===== src/rtl/bpred_pkg.sv =====
package bpred_pkg;

    typedef enum logic [1:0] {
        CTR_SNT = 2'b00,
        CTR_WNT = 2'b01,
        CTR_WT  = 2'b10,
        CTR_ST  = 2'b11
    } ctr_state_e;

    // One training step of a saturating direction counter.
    function automatic ctr_state_e ctr_step(input ctr_state_e cur, input logic taken);
        ctr_state_e nxt;
        unique case (cur)
            CTR_SNT: nxt = taken ? CTR_WNT : CTR_SNT;
            CTR_WNT: nxt = taken ? CTR_WT  : CTR_SNT;
            CTR_WT:  nxt = taken ? CTR_ST  : CTR_WNT;
            CTR_ST:  nxt = taken ? CTR_ST  : CTR_WT;
            default: nxt = CTR_WNT;
        endcase
        return nxt;
    endfunction

endpackage


===== src/rtl/bpred_pht.sv =====
module bpred_pht
    import bpred_pkg::*;
#(
    parameter int ENTRIES  = 64,
    parameter int CTR_BITS = 2,
    localparam int IW      = $clog2(ENTRIES)
) (
    input  logic          clk,
    input  logic          rst_n,
    input  logic [IW-1:0] rd_idx,
    output logic          rd_taken,
    input  logic          wr_en,
    input  logic [IW-1:0] wr_idx,
    input  logic          wr_taken
);

    generate
        if (CTR_BITS == 2) begin : g_two
            ctr_state_e tbl [ENTRIES];
            ctr_state_e nxt_state;

            always_comb begin
                nxt_state = ctr_step(tbl[wr_idx], wr_taken);
            end

            always_ff @(posedge clk) begin
                if (!rst_n) begin
                    for (int i = 0; i < ENTRIES; i++) tbl[i] <= CTR_WNT;
                end else if (wr_en) begin
                    tbl[wr_idx] <= nxt_state;
                end
            end

            always_comb begin
                unique case (tbl[rd_idx])
                    CTR_WT, CTR_ST: rd_taken = 1'b1;
                    default:        rd_taken = 1'b0;
                endcase
            end
        end else begin : g_one
            logic tbl [ENTRIES];

            always_ff @(posedge clk) begin
                if (!rst_n) begin
                    for (int i = 0; i < ENTRIES; i++) tbl[i] <= 1'b0;
                end else if (wr_en) begin
                    tbl[wr_idx] <= wr_taken;
                end
            end

            always_comb begin
                rd_taken = tbl[rd_idx];
            end
        end
    endgenerate

endmodule


===== src/rtl/bpred_btb.sv =====
module bpred_btb #(
    parameter int ENTRIES = 16,
    parameter int PC_W    = 32,
    localparam int IW     = $clog2(ENTRIES),
    localparam int TAG_W  = PC_W - IW - 2
) (
    input  logic             clk,
    input  logic             rst_n,
    input  logic [IW-1:0]    rd_idx,
    input  logic [TAG_W-1:0] rd_tag,
    output logic             rd_hit,
    output logic [PC_W-1:0]  rd_target,
    input  logic             wr_en,
    input  logic [IW-1:0]    wr_idx,
    input  logic [TAG_W-1:0] wr_tag,
    input  logic [PC_W-1:0]  wr_target
);

    logic             vld_q [ENTRIES];
    logic [TAG_W-1:0] tag_q [ENTRIES];
    logic [PC_W-1:0]  tgt_q [ENTRIES];

    always_ff @(posedge clk) begin
        if (!rst_n) begin
            for (int i = 0; i < ENTRIES; i++) vld_q[i] <= 1'b0;
        end else if (wr_en) begin
            vld_q[wr_idx] <= 1'b1;
        end
    end

    always_ff @(posedge clk) begin
        if (wr_en) begin
            tag_q[wr_idx] <= wr_tag;
            tgt_q[wr_idx] <= wr_target;
        end
    end

    always_comb begin
        rd_hit    = vld_q[rd_idx] && (tag_q[rd_idx] == rd_tag);
        rd_target = tgt_q[rd_idx];
    end

endmodule


===== src/rtl/bpred_unit.sv =====
module bpred_unit #(
    parameter int PHT_ENTRIES = 64,
    parameter int BTB_ENTRIES = 16,
    parameter int CTR_BITS    = 2,
    localparam int PC_W       = 32,
    localparam int PHT_IW     = $clog2(PHT_ENTRIES),
    localparam int BTB_IW     = $clog2(BTB_ENTRIES),
    localparam int TAG_W      = PC_W - BTB_IW - 2
) (
    input  logic        clk,
    input  logic        rst_n,
    input  logic [31:0] fetch_pc,
    output logic        pred_taken,
    output logic        pred_hit,
    output logic [31:0] pred_next_pc,
    input  logic        res_valid,
    input  logic        res_is_branch,
    input  logic        res_taken,
    input  logic [31:0] res_pc,
    input  logic [31:0] res_target,
    input  logic        res_pred_taken,
    input  logic [31:0] res_pred_target,
    output logic        mispredict,
    output logic [31:0] mispredict_pc
);

    logic            ctr_taken;
    logic [PC_W-1:0] btb_target;
    logic            train_en;
    logic            alloc_en;

    assign train_en = res_valid && res_is_branch;
    assign alloc_en = train_en && res_taken;

    bpred_pht #(
        .ENTRIES  (PHT_ENTRIES),
        .CTR_BITS (CTR_BITS)
    ) u_pht (
        .clk      (clk),
        .rst_n    (rst_n),
        .rd_idx   (fetch_pc[PHT_IW+1:2]),
        .rd_taken (ctr_taken),
        .wr_en    (train_en),
        .wr_idx   (res_pc[PHT_IW+1:2]),
        .wr_taken (res_taken)
    );

    bpred_btb #(
        .ENTRIES (BTB_ENTRIES),
        .PC_W    (PC_W)
    ) u_btb (
        .clk       (clk),
        .rst_n     (rst_n),
        .rd_idx    (fetch_pc[BTB_IW+1:2]),
        .rd_tag    (fetch_pc[PC_W-1:BTB_IW+2]),
        .rd_hit    (pred_hit),
        .rd_target (btb_target),
        .wr_en     (alloc_en),
        .wr_idx    (res_pc[BTB_IW+1:2]),
        .wr_tag    (res_pc[PC_W-1:BTB_IW+2]),
        .wr_target (res_target)
    );

    // Fetch-side steering: taken needs both a taken-leaning counter and a target.
    always_comb begin
        pred_taken   = ctr_taken && pred_hit;
        pred_next_pc = pred_taken ? btb_target : fetch_pc + 32'd4;
    end

    // Resolve-side check against what fetch predicted for this instruction.
    always_comb begin
        mispredict_pc = alloc_en ? res_target : res_pc + 32'd4;
        if (!res_valid) begin
            mispredict = 1'b0;
        end else if (!res_is_branch) begin
            mispredict = res_pred_taken;
        end else if (res_taken != res_pred_taken) begin
            mispredict = 1'b1;
        end else begin
            mispredict = res_taken && (res_pred_target != res_target);
        end
    end

endmodule


===== config.mk =====
export PLATFORM = sky130hd
export DESIGN_NAME = bpred_unit
export DESIGN_NICKNAME = d
export VERILOG_FILES = /design/src/rtl/bpred_pkg.sv /design/src/rtl/bpred_pht.sv /design/src/rtl/bpred_btb.sv /design/src/rtl/bpred_unit.sv
export SDC_FILE = /design/constraint.sdc
export NUM_CORES = 1
export LEC_CHECK = 0
export BUFFER_PORTS_ARGS = -buffer_cell sky130_fd_sc_hd__buf_4
export CORE_MARGIN = 1
export CORE_UTILIZATION = 50
export CTS_CLUSTER_DIAMETER = 80
export DETAILED_ROUTE_END_ITERATION = 10
export PLACE_DENSITY = 0.67
export SLEW_MARGIN = 10
export SYNTH_ARGS = -nofsm -noshare
export SYNTH_HDL_FRONTEND = slang
export SYNTH_SLANG_ARGS = --single-unit

===== constraint.sdc =====
create_clock -name clk -period 9.95 [get_ports clk]
set_input_delay 1.99 -clock clk [delete_from_list [all_inputs] [get_ports clk]]
set_output_delay 1.99 -clock clk [all_outputs]
set_load 0.02 [all_outputs]

==> impl_metrics.py <==
metrics = {
    "floorplan": {
        "io_pins": 201,
        "die-area_um2": 93420,
        "die_w_um": 305.6,
        "initial_core_utilization": 0.5037,
        "placement_rows": 111,
        "coreArea_um2": 91520,
        "dieHeight_um": 305.6,
    },
    "global_routing": {
        "remaining_overflow_grt": 0,
        "grt_pass1_wl_mm": 183.4,
        "grt_max_degree": 96,
        "global_route.usage.met2": 0.4291,
        "grtUsageTotal": 0.2737,
        "met3_track_demand_over_resource": 0.05831,
        "number_of_antenna_violations_at_the_first_check_in_global_routing": 9,
        "grtUsageMet1": 0.3897,
        "grt.busiest_layer": "met2",
        "number_of_global_route_vias_before_repair": 26290,
    },
    "power_and_ir_drop": {
        "leakage_uw": 0.01661,
        "powerDensity_nw_per_um2": 185.6,
        "peakVddDrop_mv": 0.1577,
        "power.total_uw": 9627,
    },
    "yosys": {
        "yosys.area.top_type": "sky130_fd_sc_hd__edfxtp_1",
        "yosysMostFrequentCell": "sky130_fd_sc_hd__edfxtp_1",
        "synth-seq-cells": 1072,
        "post_synth_num_cell_types": 72,
        "synth_ff_type": "sky130_fd_sc_hd__edfxtp_1",
        "post_synth_edffs": 1056,
        "netlist_top_cells_count": "sky130_fd_sc_hd__edfxtp_1, sky130_fd_sc_hd__mux4_2, sky130_fd_sc_hd__nand2_1",
        "synth.area.top_cells": "sky130_fd_sc_hd__edfxtp_1, sky130_fd_sc_hd__mux4_2, sky130_fd_sc_hd__mux2i_1, sky130_fd_sc_hd__nand2_1, sky130_fd_sc_hd__o21ai_0",
        "synth_largest_type_area_fraction": 0.6879,
        "synth_seq_area_share": 0.6948,
        "synth_area_um2": 46100,
        "syn-num-nets": 2736,
        "synth_async_sr_flop_share": 0,
        "synth_warnings": 0,
        "postSynthCellCount": 2597,
        "synth.avg_cell_area_um2": 17.75,
    },
    "placed_design": {
        "io_buffers": 200,
        "place.detailed.hpwl_mm": 76.97,
        "placed_cell_area_um2": 48480,
        "gp_routability_congestion": 0.9714,
    },
    "worst_setup_path": {
        "critPathRequiredTime_ps": 7960,
        "start_of_the_worst_register_to_register_path": "u_pht.g_two.tbl[63][1]",
        "setup.worst_path.class": "in2out",
        "cp_max_fo": 93,
        "timing.critical_path.from": "fetch_pc[2]",
        "critical_path_source_type": "primary input",
        "worst_ep_arrival_time_ps": 6650,
        "end_kind": "output port",
    },
    "timing": {
        "hold-worst-slack_ps": 466.3,
        "grt_setup_unrepaired": "false",
        "maxSlewHeadroom": 0.1638,
        "timing.setup.tns_ps": 0,
        "report.final.slew_viol_count": 0,
        "clock.fmax_mhz": 115.7,
        "setup_viol": 0,
        "final_min_period_over_clock_period": 0.8688,
        "worst_pin_slew_ps": 1254,
        "finClkSkew_ps": 11.75,
        "timing.final.hold_violations": 0,
        "final_period_minus_worst_setup_slack_ps": 8645,
    },
    "cts": {
        "clock_latency_at_the_later_pin_of_the_worst_skew_pair_ps": 660,
        "cts_repair_resize_count": 0,
        "clockBufferDepth": 3,
        "cts_tree": "yes",
        "cts_post_setup_buffers_inserted": 0,
        "h-tree-depth": 3,
        "cts-buffers-inserted": 108,
        "cts-root-buf": "sky130_fd_sc_hd__clkbuf_16",
        "cts_num_sinks": 1072,
        "clkTransAtPathRegs_ps": 60,
        "cts_hold_buffers": 0,
    },
    "routing": {
        "dr.pass1.iters": 7,
        "vias_per_cell": 6.492,
        "route.antenna.remaining_nets": 0,
        "routed_wire_length_per_instance_um": 31.49,
        "drc": 0,
        "initialDrtViolationCount": 3306,
        "detail_route.wirelength_mm": 126.9,
        "dr_total_vias": 26150,
    },
    "min_path": {
        "worst_hold_path_type": "reg2reg",
        "hold_path_startpoint": "u_btb.vld_q[8]",
    },
    "layout": {
        "finalInstanceArea_um2": 51870,
        "share_of_cells_above_drive_strength_1": 0.2507,
        "area_growth_synth_to_finish_pct": 12.51,
        "finalNetCount": 2890,
    },
    "flow_run": {
        "max-cap-violations": 0,
    },
    "outcome": {
        "status": "completed",
    },
}
==> sequential cells by signal, indices dropped and copies added, names as in the netlist <==
register / count
u_btb.tgt_q: 512
u_btb.tag_q: 416
u_pht.g_two.tbl: 128
u_btb.vld_q: 16
==> through the flow <==
| step | util | instances | setup slack (ps) |
|---|---|---|---|
| 6_report | 0.5667 | 4028 | 1305 |
| 3_3_place_gp | 0.5297 | 3827 | 1301 |
| 4_1_cts | 0.5665 | 4022 | 1279 |
| 2_1_floorplan | - | 2597 | 2460 |
| 5_1_grt | 0.5667 | 4026 | 1050 |
| 3_5_place_dp | 0.5297 | 3827 | 1321 |
==> area by class of cell <==
class                   instances  area, um2
flip-flops and latches       1072      32030
well taps                    1186       1484
multi-input cells            1313      13080
clock inverters                56      481.7
repair buffers                236       1815
inverters                      20      76.32
diodes                          6      15.01
fillers                      6862      39650
clock buffers                 139       2892
==> path summary, 6_finish.rpt <==
kind | end | slack (ps) | cells after the start
setup / recovery | pred_next_pc[31] | 1310 | 12
setup reg to reg | u_pht.g_two.tbl[56][1] | 6710 | 6
hold / removal | u_btb.vld_q[8] | 470 | 1
hold reg to reg | u_btb.vld_q[8] | 470 | 1
==> per-layer routing <==
metal,wire length (um),share of wire,vias to the layer above
li1,-,-,10750
met5,27,0.00021,-
met4,3184,0.025,4
met1,50200,0.40,13630
met3,13260,0.10,208
met2,60180,0.47,1565
==> critical path: stages <==
cell,delay [ps]
sky130_fd_sc_hd__buf_8,540
sky130_fd_sc_hd__buf_4,700
sky130_fd_sc_hd__mux4_2,610
sky130_fd_sc_hd__mux2i_1,160
sky130_fd_sc_hd__o22ai_1,120
sky130_fd_sc_hd__nor2_1,130
sky130_fd_sc_hd__o2111ai_1,150
sky130_fd_sc_hd__or4_1,440
sky130_fd_sc_hd__and4b_2,730
sky130_fd_sc_hd__buf_12,290
sky130_fd_sc_hd__mux2_2,360
sky130_fd_sc_hd__buf_4,160
==> logic make-up (layout without fill, tap and decap cells) <==
| group | after synthesis | in the layout | synth area share |
|---|---|---|---|
| other | 0 | 6 | 0 |
| AND/OR/NAND/NOR | 483 | 483 | 0.04766 |
| XOR/XNOR | 110 | 110 | 0.02090 |
| buffers and inverters | 212 | 451 | 0.02418 |
| flip-flops | 1072 | 1072 | 0.6948 |
| multiplexers | 456 | 456 | 0.1750 |
| adder cells (fa/ha/maj) | 7 | 7 | 0.001791 |
| AO/OA/AOI/OAI | 257 | 257 | 0.03564 |
==> placed cells by master (no fill, tap or decap), types with 6 or more instances in the layout <==
| cell | Yosys | final |
|---|---|---|
| sky130_fd_sc_hd__mux2_2 | 13 | 13 |
| sky130_fd_sc_hd__clkinv_1 | 1 | 23 |
| sky130_fd_sc_hd__mux2i_1 | 148 | 148 |
| sky130_fd_sc_hd__nor2_4 | 0 | 12 |
| sky130_fd_sc_hd__mux4_2 | 262 | 262 |
| sky130_fd_sc_hd__nand3_1 | 30 | 30 |
| sky130_fd_sc_hd__bufinv_16 | 0 | 7 |
| sky130_fd_sc_hd__xnor2_1 | 52 | 52 |
| sky130_fd_sc_hd__clkinv_2 | 0 | 18 |
| sky130_fd_sc_hd__inv_1 | 17 | 17 |
| sky130_fd_sc_hd__clkbuf_16 | 0 | 110 |
| sky130_fd_sc_hd__buf_4 | 23 | 231 |
| sky130_fd_sc_hd__o21ai_0 | 107 | 107 |
| sky130_fd_sc_hd__nand2b_1 | 8 | 8 |
| sky130_fd_sc_hd__xor2_1 | 58 | 58 |
| sky130_fd_sc_hd__clkbuf_1 | 95 | 26 |
| sky130_fd_sc_hd__mux2_4 | 25 | 25 |
| sky130_fd_sc_hd__edfxtp_1 | 1056 | 1056 |
| sky130_fd_sc_hd__nor3_1 | 81 | 77 |
| sky130_fd_sc_hd__dfxtp_1 | 16 | 16 |
| sky130_fd_sc_hd__a221oi_1 | 9 | 9 |
| sky130_fd_sc_hd__a21oi_1 | 23 | 23 |
| sky130_fd_sc_hd__nor2_1 | 117 | 105 |
| sky130_fd_sc_hd__a22o_1 | 8 | 8 |
| sky130_fd_sc_hd__nand4_1 | 23 | 23 |
| sky130_fd_sc_hd__nor2b_1 | 13 | 13 |
| sky130_fd_sc_hd__diode_2 | 0 | 6 |
| sky130_fd_sc_hd__nor4_1 | 12 | 12 |
| sky130_fd_sc_hd__nand2_1 | 167 | 167 |
| sky130_fd_sc_hd__and3_1 | 9 | 8 |
| sky130_fd_sc_hd__o22ai_1 | 18 | 18 |
| sky130_fd_sc_hd__a22oi_1 | 37 | 37 |
| sky130_fd_sc_hd__o21a_1 | 16 | 16 |
==> report_power, final <==
| part | switching (uW) | internal, uW | leakage [uW] |
|---|---|---|---|
| logic | 459 | 265 | 0.00538 |
| registers | 12.5 | 4990 | 0.00958 |
| clock network | 1670 | 2220 | 0.00165 |
Note: power is estimated with default switching activity, not from simulation.
